`src/rtl/dual_pfd_lock.sv`:
```
module dual_pfd_lock #(
  parameter int CNT_W     = 4,
  parameter int UNLOCK_W  = 3,
  parameter int LOCK_W    = 1,
  parameter int LOCK_RUNS = 3
) (
  input  logic       clk,
  input  logic       rst_n,
  input  logic [1:0] ref_in,
  input  logic [1:0] fb_in,
  input  logic [1:0] pwr_on,
  input  logic [1:0] pol_pos,
  input  logic [1:0] cur_sel,
  input  logic       mon_sel,
  input  logic [1:0] tap_sel,
  output logic [1:0] pump_src,
  output logic [1:0] pump_snk,
  output logic [1:0] cur_out,
  output logic       mon_out
);
  localparam int RUN_W = $clog2(LOCK_RUNS + 1);
  localparam logic [CNT_W-1:0] ERR_MAX  = '1;
  localparam logic [CNT_W-1:0] ERR_TRIP = CNT_W'(UNLOCK_W - 1);
  localparam logic [CNT_W-1:0] ERR_OK   = CNT_W'(LOCK_W);
  localparam logic [RUN_W-1:0] RUN_LAST = RUN_W'(LOCK_RUNS - 1);

  logic [1:0] ch_lock;
  logic       lock_all;

  genvar c;
  generate
    for (c = 0; c < 2; c++) begin : g_ch
      logic r_d, f_d, up, dn, wake, shown, locked, en;
      logic r_edge, f_edge;
      logic [CNT_W-1:0] err;
      logic [RUN_W-1:0] run;

      assign r_edge = ref_in[c] & ~r_d;
      assign f_edge = fb_in[c] & ~f_d;

      always_ff @(posedge clk or negedge rst_n) begin
        if (!rst_n) begin
          r_d <= 1'b0; f_d <= 1'b0; up <= 1'b0; dn <= 1'b0;
          err <= '0; run <= '0; locked <= 1'b0;
          wake <= 1'b1; shown <= 1'b0;
        end else begin
          r_d <= ref_in[c];
          f_d <= fb_in[c];
          if (!pwr_on[c]) begin
            up <= 1'b0; dn <= 1'b0; err <= '0; run <= '0;
            locked <= 1'b0; wake <= 1'b1; shown <= 1'b0;
          end else begin
            if (up && dn) begin
              up <= 1'b0;
              dn <= 1'b0;
            end else begin
              if (r_edge) up <= 1'b1;
              if (f_edge) dn <= 1'b1;
            end
            if (wake) begin
              err <= '0;
              if (up || dn) shown <= 1'b1;
              if (up && dn) begin
                wake  <= 1'b0;
                shown <= 1'b0;
              end
            end else if (up && dn) begin
              err <= '0;
              if (err <= ERR_OK) begin
                if (run >= RUN_LAST) locked <= 1'b1;
                else run <= run + 1'b1;
              end else begin
                run <= '0;
              end
            end else if (up ^ dn) begin
              if (err != ERR_MAX) err <= err + 1'b1;
              if (err >= ERR_TRIP) begin
                locked <= 1'b0;
                run    <= '0;
              end
            end
          end
        end
      end

      assign en          = pwr_on[c] & (~wake | ~shown);
      assign pump_src[c] = en & (pol_pos[c] ? up : dn);
      assign pump_snk[c] = en & (pol_pos[c] ? dn : up);
      assign ch_lock[c]  = locked | ~pwr_on[c];

      p_save_quiet_r7: assert property (@(posedge clk) disable iff (!rst_n)
        !pwr_on[c] |-> !pump_src[c] && !pump_snk[c]);

      p_pair_clear_r3: assert property (@(posedge clk) disable iff (!rst_n)
        (up && dn) |=> !up && !dn);

      p_wide_unlock_r4: assert property (@(posedge clk) disable iff (!rst_n)
        (pwr_on[c] && !wake && (up ^ dn) && err >= ERR_TRIP) |=> !locked);

      p_lock_rise_r5: assert property (@(posedge clk) disable iff (!rst_n)
        $rose(locked) |-> $past(up && dn));

      p_wake_single_r8: assert property (@(posedge clk) disable iff (!rst_n)
        (wake && (pump_src[c] || pump_snk[c])) |=> !wake || !(pump_src[c] || pump_snk[c]));

      p_unlocked_blocks_r6: assert property (@(posedge clk) disable iff (!rst_n)
        (pwr_on[c] && !locked) |-> !lock_all);
    end
  endgenerate

  assign lock_all = &ch_lock;
  assign cur_out  = cur_sel;
  assign mon_out  = mon_sel ? (tap_sel[1] ? fb_in[tap_sel[0]] : ref_in[tap_sel[0]]) : lock_all;
endmodule

```
`config.mk`:
```
export PLATFORM = sky130hd
export DESIGN_NAME = dual_pfd_lock
export DESIGN_NICKNAME = d
export VERILOG_FILES = /design/src/rtl/dual_pfd_lock.sv
export SDC_FILE = /design/constraint.sdc
export NUM_CORES = 1
export LEC_CHECK = 0
export ABC_AREA = 1
export BUFFER_PORTS_ARGS = -buffer_cell sky130_fd_sc_hd__buf_2
export CORE_ASPECT_RATIO = 0.8
export CORE_MARGIN = 2
export CORE_UTILIZATION = 25
export DETAILED_ROUTE_END_ITERATION = 10
export PLACE_DENSITY = 0.38
export SYNTH_ARGS = -nofsm -noshare
export SYNTH_HDL_FRONTEND = slang
export SYNTH_SLANG_ARGS = --single-unit
export TNS_END_PERCENT = 30
```
`constraint.sdc`:
```
create_clock -name clk -period 2.27 [get_ports clk]
set_input_delay 0.1135 -clock clk [delete_from_list [all_inputs] [get_ports clk]]
set_output_delay 0.1135 -clock clk [all_outputs]
set_load 0.01 [all_outputs]
```
* After elaboration in Yosys (flattened, before gate mapping)
Cells that the tools add are included.
** Operators by class
- Eq/ne operators :: 26
- $add $sub $neg :: 4
- Bitwise gates (word level) :: 26
- Reductions and logical operators :: 13
- Order comparisons :: 7
- Mux-type cells :: 74
** Operator list (number)
- 1-bit 2-to-1 mux :: 50
- 4-bit 2-to-1 mux :: 10
- 3-bit by 1-bit inequality test with 1-bit output (second input constant) :: 10
- 2-bit 2-to-1 mux :: 14
- 4-bit by 1-bit inequality test with 1-bit output (second input constant) :: 4
- 4-bit inequality test (second input constant) :: 4
- 3-bit by 2-bit inequality test with 1-bit output (second input constant) :: 4
- 1-bit bitwise AND :: 10
- 1-bit NOT :: 10
- 2-bit AND reduction :: 5
- 5-bit AND reduction :: 2
- 4-bit by 1-bit adder with 4-bit output (second input constant) :: 2
- 4-bit by 2-bit >= comparator with 1-bit output (second input constant) :: 2
- 4-bit by 1-bit less-or-equal comparator with 1-bit output (second input constant) :: 2
- 4-bit AND reduction :: 2
- 2-bit by 1-bit adder with 2-bit output (second input constant) :: 2
- 2-bit >= comparator (second input constant) :: 2
- 2-bit by 1-bit inequality test with 1-bit output (second input constant) :: 2
- 2-bit inequality test (second input constant) :: 2
- 1-bit bitwise OR :: 4
- 1-bit logical AND :: 2
- 1-bit logical OR :: 2
- 1-bit by 2-bit < comparator with 1-bit output (second input constant) :: 1
- 1-bit XOR :: 2
** Storage, ports and cells
- Input port bits :: 15
- Word-level logic and storage cells :: 168
- Register bits :: 26
- Output and inout port bits :: 7

* Depth between registers and ports, before layout
- Word-level depth :: 6
- Gate-level depth with buffers :: 9
- Gate-level depth less buffers :: 9

* Worst setup path before layout
No wires, ideal clock.
- Path kind :: reg2reg
- From :: register g_ch[1].up
- To :: register g_ch[1].err[3]
- Cell stages (with the launch flop) :: 8
- Data required time :: 2.157 ns
- Data arrival time :: 1.128 ns
- Clock period less this slack :: 1.241 ns
- Library setup time :: 0.113 ns
- Slack :: 1.029 ns
- Cells stage by stage :: dfrtp_1 > ha_1 > nor2_1 > nand3_4 > nand3_1 > nand2_1 > clkinv_1 > nor2_2
** On the way
- Longest elaborated chain between the ends :: 4
** RTL lines
- start, declared :: line 33 : logic r_d, f_d, up, dn, wake, shown, locked, en;
- start signal, assigned :: line 43 : r_d <= 1'b0; f_d <= 1'b0; up <= 1'b0; dn <= 1'b0;
- start signal, assigned :: line 50 : up <= 1'b0; dn <= 1'b0; err <= '0; run <= '0;
- start signal, assigned :: line 54 : up <= 1'b0;
- 1-bit logical AND :: line 67 : end else if (up && dn) begin
- 4-bit 2-to-1 mux :: line 67
- 4-bit 2-to-1 mux :: line 60 : if (wake) begin
- 4-bit 2-to-1 mux :: line 49 : if (!pwr_on[c]) begin
- end signal, assigned :: line 76 : if (err != ERR_MAX) err <= err + 1'b1;
- end, declared :: line 35 : logic [CNT_W-1:0] err;
Parallel ways exist; a longest one is shown, timed or not.
A chain may end at the register's enable or synchronous reset.

* Worst setup path after layout
- From :: register g_ch[1].wake
- To :: output pump_src[1]
** On the way
- Longest elaborated chain between the ends :: 4
** RTL lines
- start, declared :: line 33
- start signal, assigned :: line 45 : wake <= 1'b1; shown <= 1'b0;
- start signal, assigned :: line 51 : locked <= 1'b0; wake <= 1'b1; shown <= 1'b0;
- start signal, assigned :: line 64 : wake <= 1'b0;
- 1-bit NOT :: line 86 : assign en = pwr_on[c] & (~wake | ~shown);
- 1-bit bitwise OR :: line 86
- 1-bit bitwise AND :: line 86
- 1-bit bitwise AND :: line 87 : assign pump_src[c] = en & (pol_pos[c] ? up : dn);
- end, declared :: line 16 : output logic [1:0] pump_src,
Every way passes these cells.

==> summary.md <==
| Metric | Value |
|---|---|
| Status | `completed` |
| Synth Instances | `~230` |
| CTS root buf | `clkbuf_8` |
| Vias per inst | `~4.1` |
| Adder-cell share of the synthesized area | `0.106` |
| Main combinational cell family by area after synthesis | `simple AND/OR/NAND/NOR gates` |
| Final Max Slew Viols | `0` |
| Avg Inst Size Synth | `7.74 um2` |
| Synth top area cells | `dfrtp_1, ha_1, nand2_1` |
| Max_cap viols | `0` |
| Io pins | `22` |
| Unrepaired setup endpoints after global routing | `no` |
| Slew headroom | `0.578` |
| Dpl hpwl | `between 2000 and 3000 um` |
| Final setup vio count | `0` |
| WP buf/inv | `2` |
| Leakage | `about 1.1 nW` |
| Pwr per Cell Area | `~460 nW/um2` |
| Sequential-to-total area share from yosys stat | `0.370` |
| Total congestion overflow | `0` |
| Crit-path leading delay family | `flip-flops` |
| Yosys top cell area share | `0.340` |
| Synth warn | `0` |
| Row cnt | `27` |
| Critical path peak fanout | `5` |
| Syn_nets | `between 200 and 300` |
| Register clock-pin slew on the reported worst setup and hold paths | `0.09 ns` |
| Clock Path Buffers | `2` |
| Largest stage delay on the critical path | `between 0.6 and 0.7 ns` |
| Yosys cell types | `26` |
| Placed Instances | `330` |
| Synth Register Bits | `26` |
| Final Critical Period | `~1.6 ns` |
| R2r setup slk | `a little over 0.8 ns` |
| IR drop worst, VDD | `268 uV` |
| # diodes | `0` |
| Worst setup path start | `g_ch[1].wake$_DFF_PN1_` |
| Wire per inst | `around 11 um` |
| Pin count of the biggest net entering global routing | `27` |
| Final non-filler cell total | `between 300 and 400` |
| Worst-Skew Late Latency | `about 0.27 ns` |
| Most common cell in the synthesized netlist | `nand2_1` |
| Reg2reg start | `g_ch[0].up$_DFFE_PN0P_` |
| HP Start | `pwr_on[1]` |
| Final Wtd Congestion | `approximately 0.73` |
| Setup CP Type | `register to output port` |
| Synth top cells by count | `nand2_1, inv_1, nor2_1` |
| GRT Util Overall | `0.105` |
| CP Cell Sequence | `inv_1 -> o21ai_0 -> a211oi_1 -> buf_2` |
| Via count | `1404` |
| First-pass GRT wire length | `between 6000 and 7000 um` |
| Number of buffers created by CTS | `3` |
| Ys flop type | `dfrtp_1` |
| DIE AREA | `7750 um2` |
| P&R area growth vs syn | `16.1%` |
| Max Freq | `0.642 GHz` |
| Initial antenna violation count | `0` |
| Slowest stage cell, crit path | `dfstp_2` |
| Die Span Y | `roughly 79 um` |
| CP Capture Type | `output port` |
| Nets | `about 280` |
| DRT iter0 DRCs | `between 60 and 70` |
| Total wire length | `about 3700 um` |
| Setup crit start kind | `register` |
| Post-synth EDFFs | `0` |
| HP Class | `primary input to register` |
| Final-report hold violation count | `0` |
| Number of fill cells in the layout | `roughly 750` |
| Area share of and/or/nand/nor cells after synthesis | `0.333` |
| Chip width | `approximately 100 um` |
| Worst Clk Skew | `around 0.0044 ns` |
| Synth Area in Compound Gates | `0.0823` |
| Worst-Margin Slew | `about 0.63 ns` |
| Vias in the first global route | `1372` |
| Dominant cell type by area after synthesis | `dfrtp_1` |
| Ratio of cells with drive above 1 in the final layout | `0.202` |
| Mapped Area | `between 1500 and 2000 um2` |
| H-tree depth | `1` |
| Required time of the critical path | `2.16 ns` |
| Core area | `6860 um2` |
| Final worst path period share | `0.686` |
| TritonRoute pass-1 iters | `4` |
| Synth async-reset ratio | `1.00` |
| Setup TNS | `0 ns` |
| DR DRC count | `0` |
| IO Port Bufs | `17` |
| WP data arrival | `approximately 1.4 ns` |
| CTS tree | `done` |
| Post-Synth XOR/XNOR Area | `0` |
| ANT nets after route | `0` |
| Initial Utilization | `0.257` |
| Multiplexer share of the synthesized area | `0` |
| Clock Sinks | `26` |
## layer usage
layer / global-route usage / part of all wire / vias to the layer above
li1: - / - / 768
met4: 0.0333 / 0.013 / 0
met3: 0.0246 / 0.038 / 4
met5: 0 / 0 / -
met2: 0.147 / 0.38 / 18
met1: 0.158 / 0.56 / 614
## worst reg2reg max path: cells and delay by family (launching register included)
kind / cells / cell delay [ns]
simple gates: 4 / 0.65
fa+ha+maj: 1 / 0.30
flops: 1 / 0.43
## placed cells by master (no fill, tap or decap), drive strengths merged, types with 2 or more instances in the layout
| cell type | Yosys | layout |
|---|---|---|
| nor2 | 35 | 35 |
| buf | 2 | 17 |
| ha | 15 | 15 |
| clkbuf | 0 | 4 |
| nor3 | 2 | 2 |
| dfstp | 2 | 2 |
| nand3 | 16 | 16 |
| o21ai | 13 | 13 |
| a21oi | 5 | 5 |
| nand4 | 10 | 10 |
| nand2 | 50 | 50 |
| inv | 45 | 45 |
| dfrtp | 24 | 24 |
| dlygate4sd3 | 0 | 5 |
| a211oi | 4 | 4 |
| clkinv | 2 | 2 |
## kinds of logic (layout without fill, tap and decap cells)
family / after synthesis / after routing
flip-flops: 26 / 26
buffers and inverters: 49 / 73
AO/OA/AOI/OAI: 24 / 24
AND/OR/NAND/NOR: 114 / 114
adder cells (fa/ha/maj): 15 / 15
## where the power goes
group | total, W | switching, W | internal [W]
clock | 0.000309 | 0.000154 | 0.000155
combinational | 0.000138 | 0.0000873 | 0.0000504
sequential | 0.000491 | 0.0000114 | 0.000479
total | 0.000937 | 0.000253 | 0.000685
## registers in the layout, summed over array words and instances, names as in the netlist
name	cells
g_ch.err	8
g_ch.run	4
g_ch.dn	2
g_ch.f_d	2
g_ch.locked	2
g_ch.r_d	2
g_ch.shown	2
g_ch.up	2
g_ch.wake	2
## final cells by class
cell class	count	area, um2	area share
Multi-Input combinational cell	153	920	0.449
Inverter	47	176	0.0861
Sequential cell	26	653	0.319
Timing Repair Buffer	22	135	0.0660
Tap cell	87	109	0.0531
Clock buffer	4	55.1	0.0269
## timing repair
action | CTS | global route
hold endpoints to repair | 28 | 0
hold buffers | 5 | 0
buffers inserted | 0 | 0
setup endpoints to repair | 0 | 0
resized for setup | 0 | 0
## path summary, 6_finish.rpt
kind,endpoint,cells after the start
setup reg to reg,g_ch[0].err[3]$_DFFE_PN0P_,5
setup / recovery,pump_src[1],4
max in group asynchronous,g_ch[0].err[0]$_DFFE_PN0P_,2
min in group asynchronous,g_ch[1].err[3]$_DFFE_PN0P_,2
hold reg to reg,g_ch[1].locked$_DFFE_PN0P_,2
hold / removal,g_ch[1].err[2]$_DFFE_PN0P_,3
## through the flow
stage               hold slack (ns)  setup slack [ns]  instance area (um2)  power [W]   util
global route                  0.159             0.611                 2050   0.000997  0.299
global placement              0.184             0.815                 1940   0.000636  0.283
finish                        0.159             0.712                 2050   0.000937  0.299
detailed placement            0.187             0.824                 1940   0.000633  0.283
floorplan                    -0.182              1.03                 1760   0.000582      -
CTS                           0.139             0.719                 2050   0.000965  0.299
Note: power is estimated with default switching activity, not from simulation.
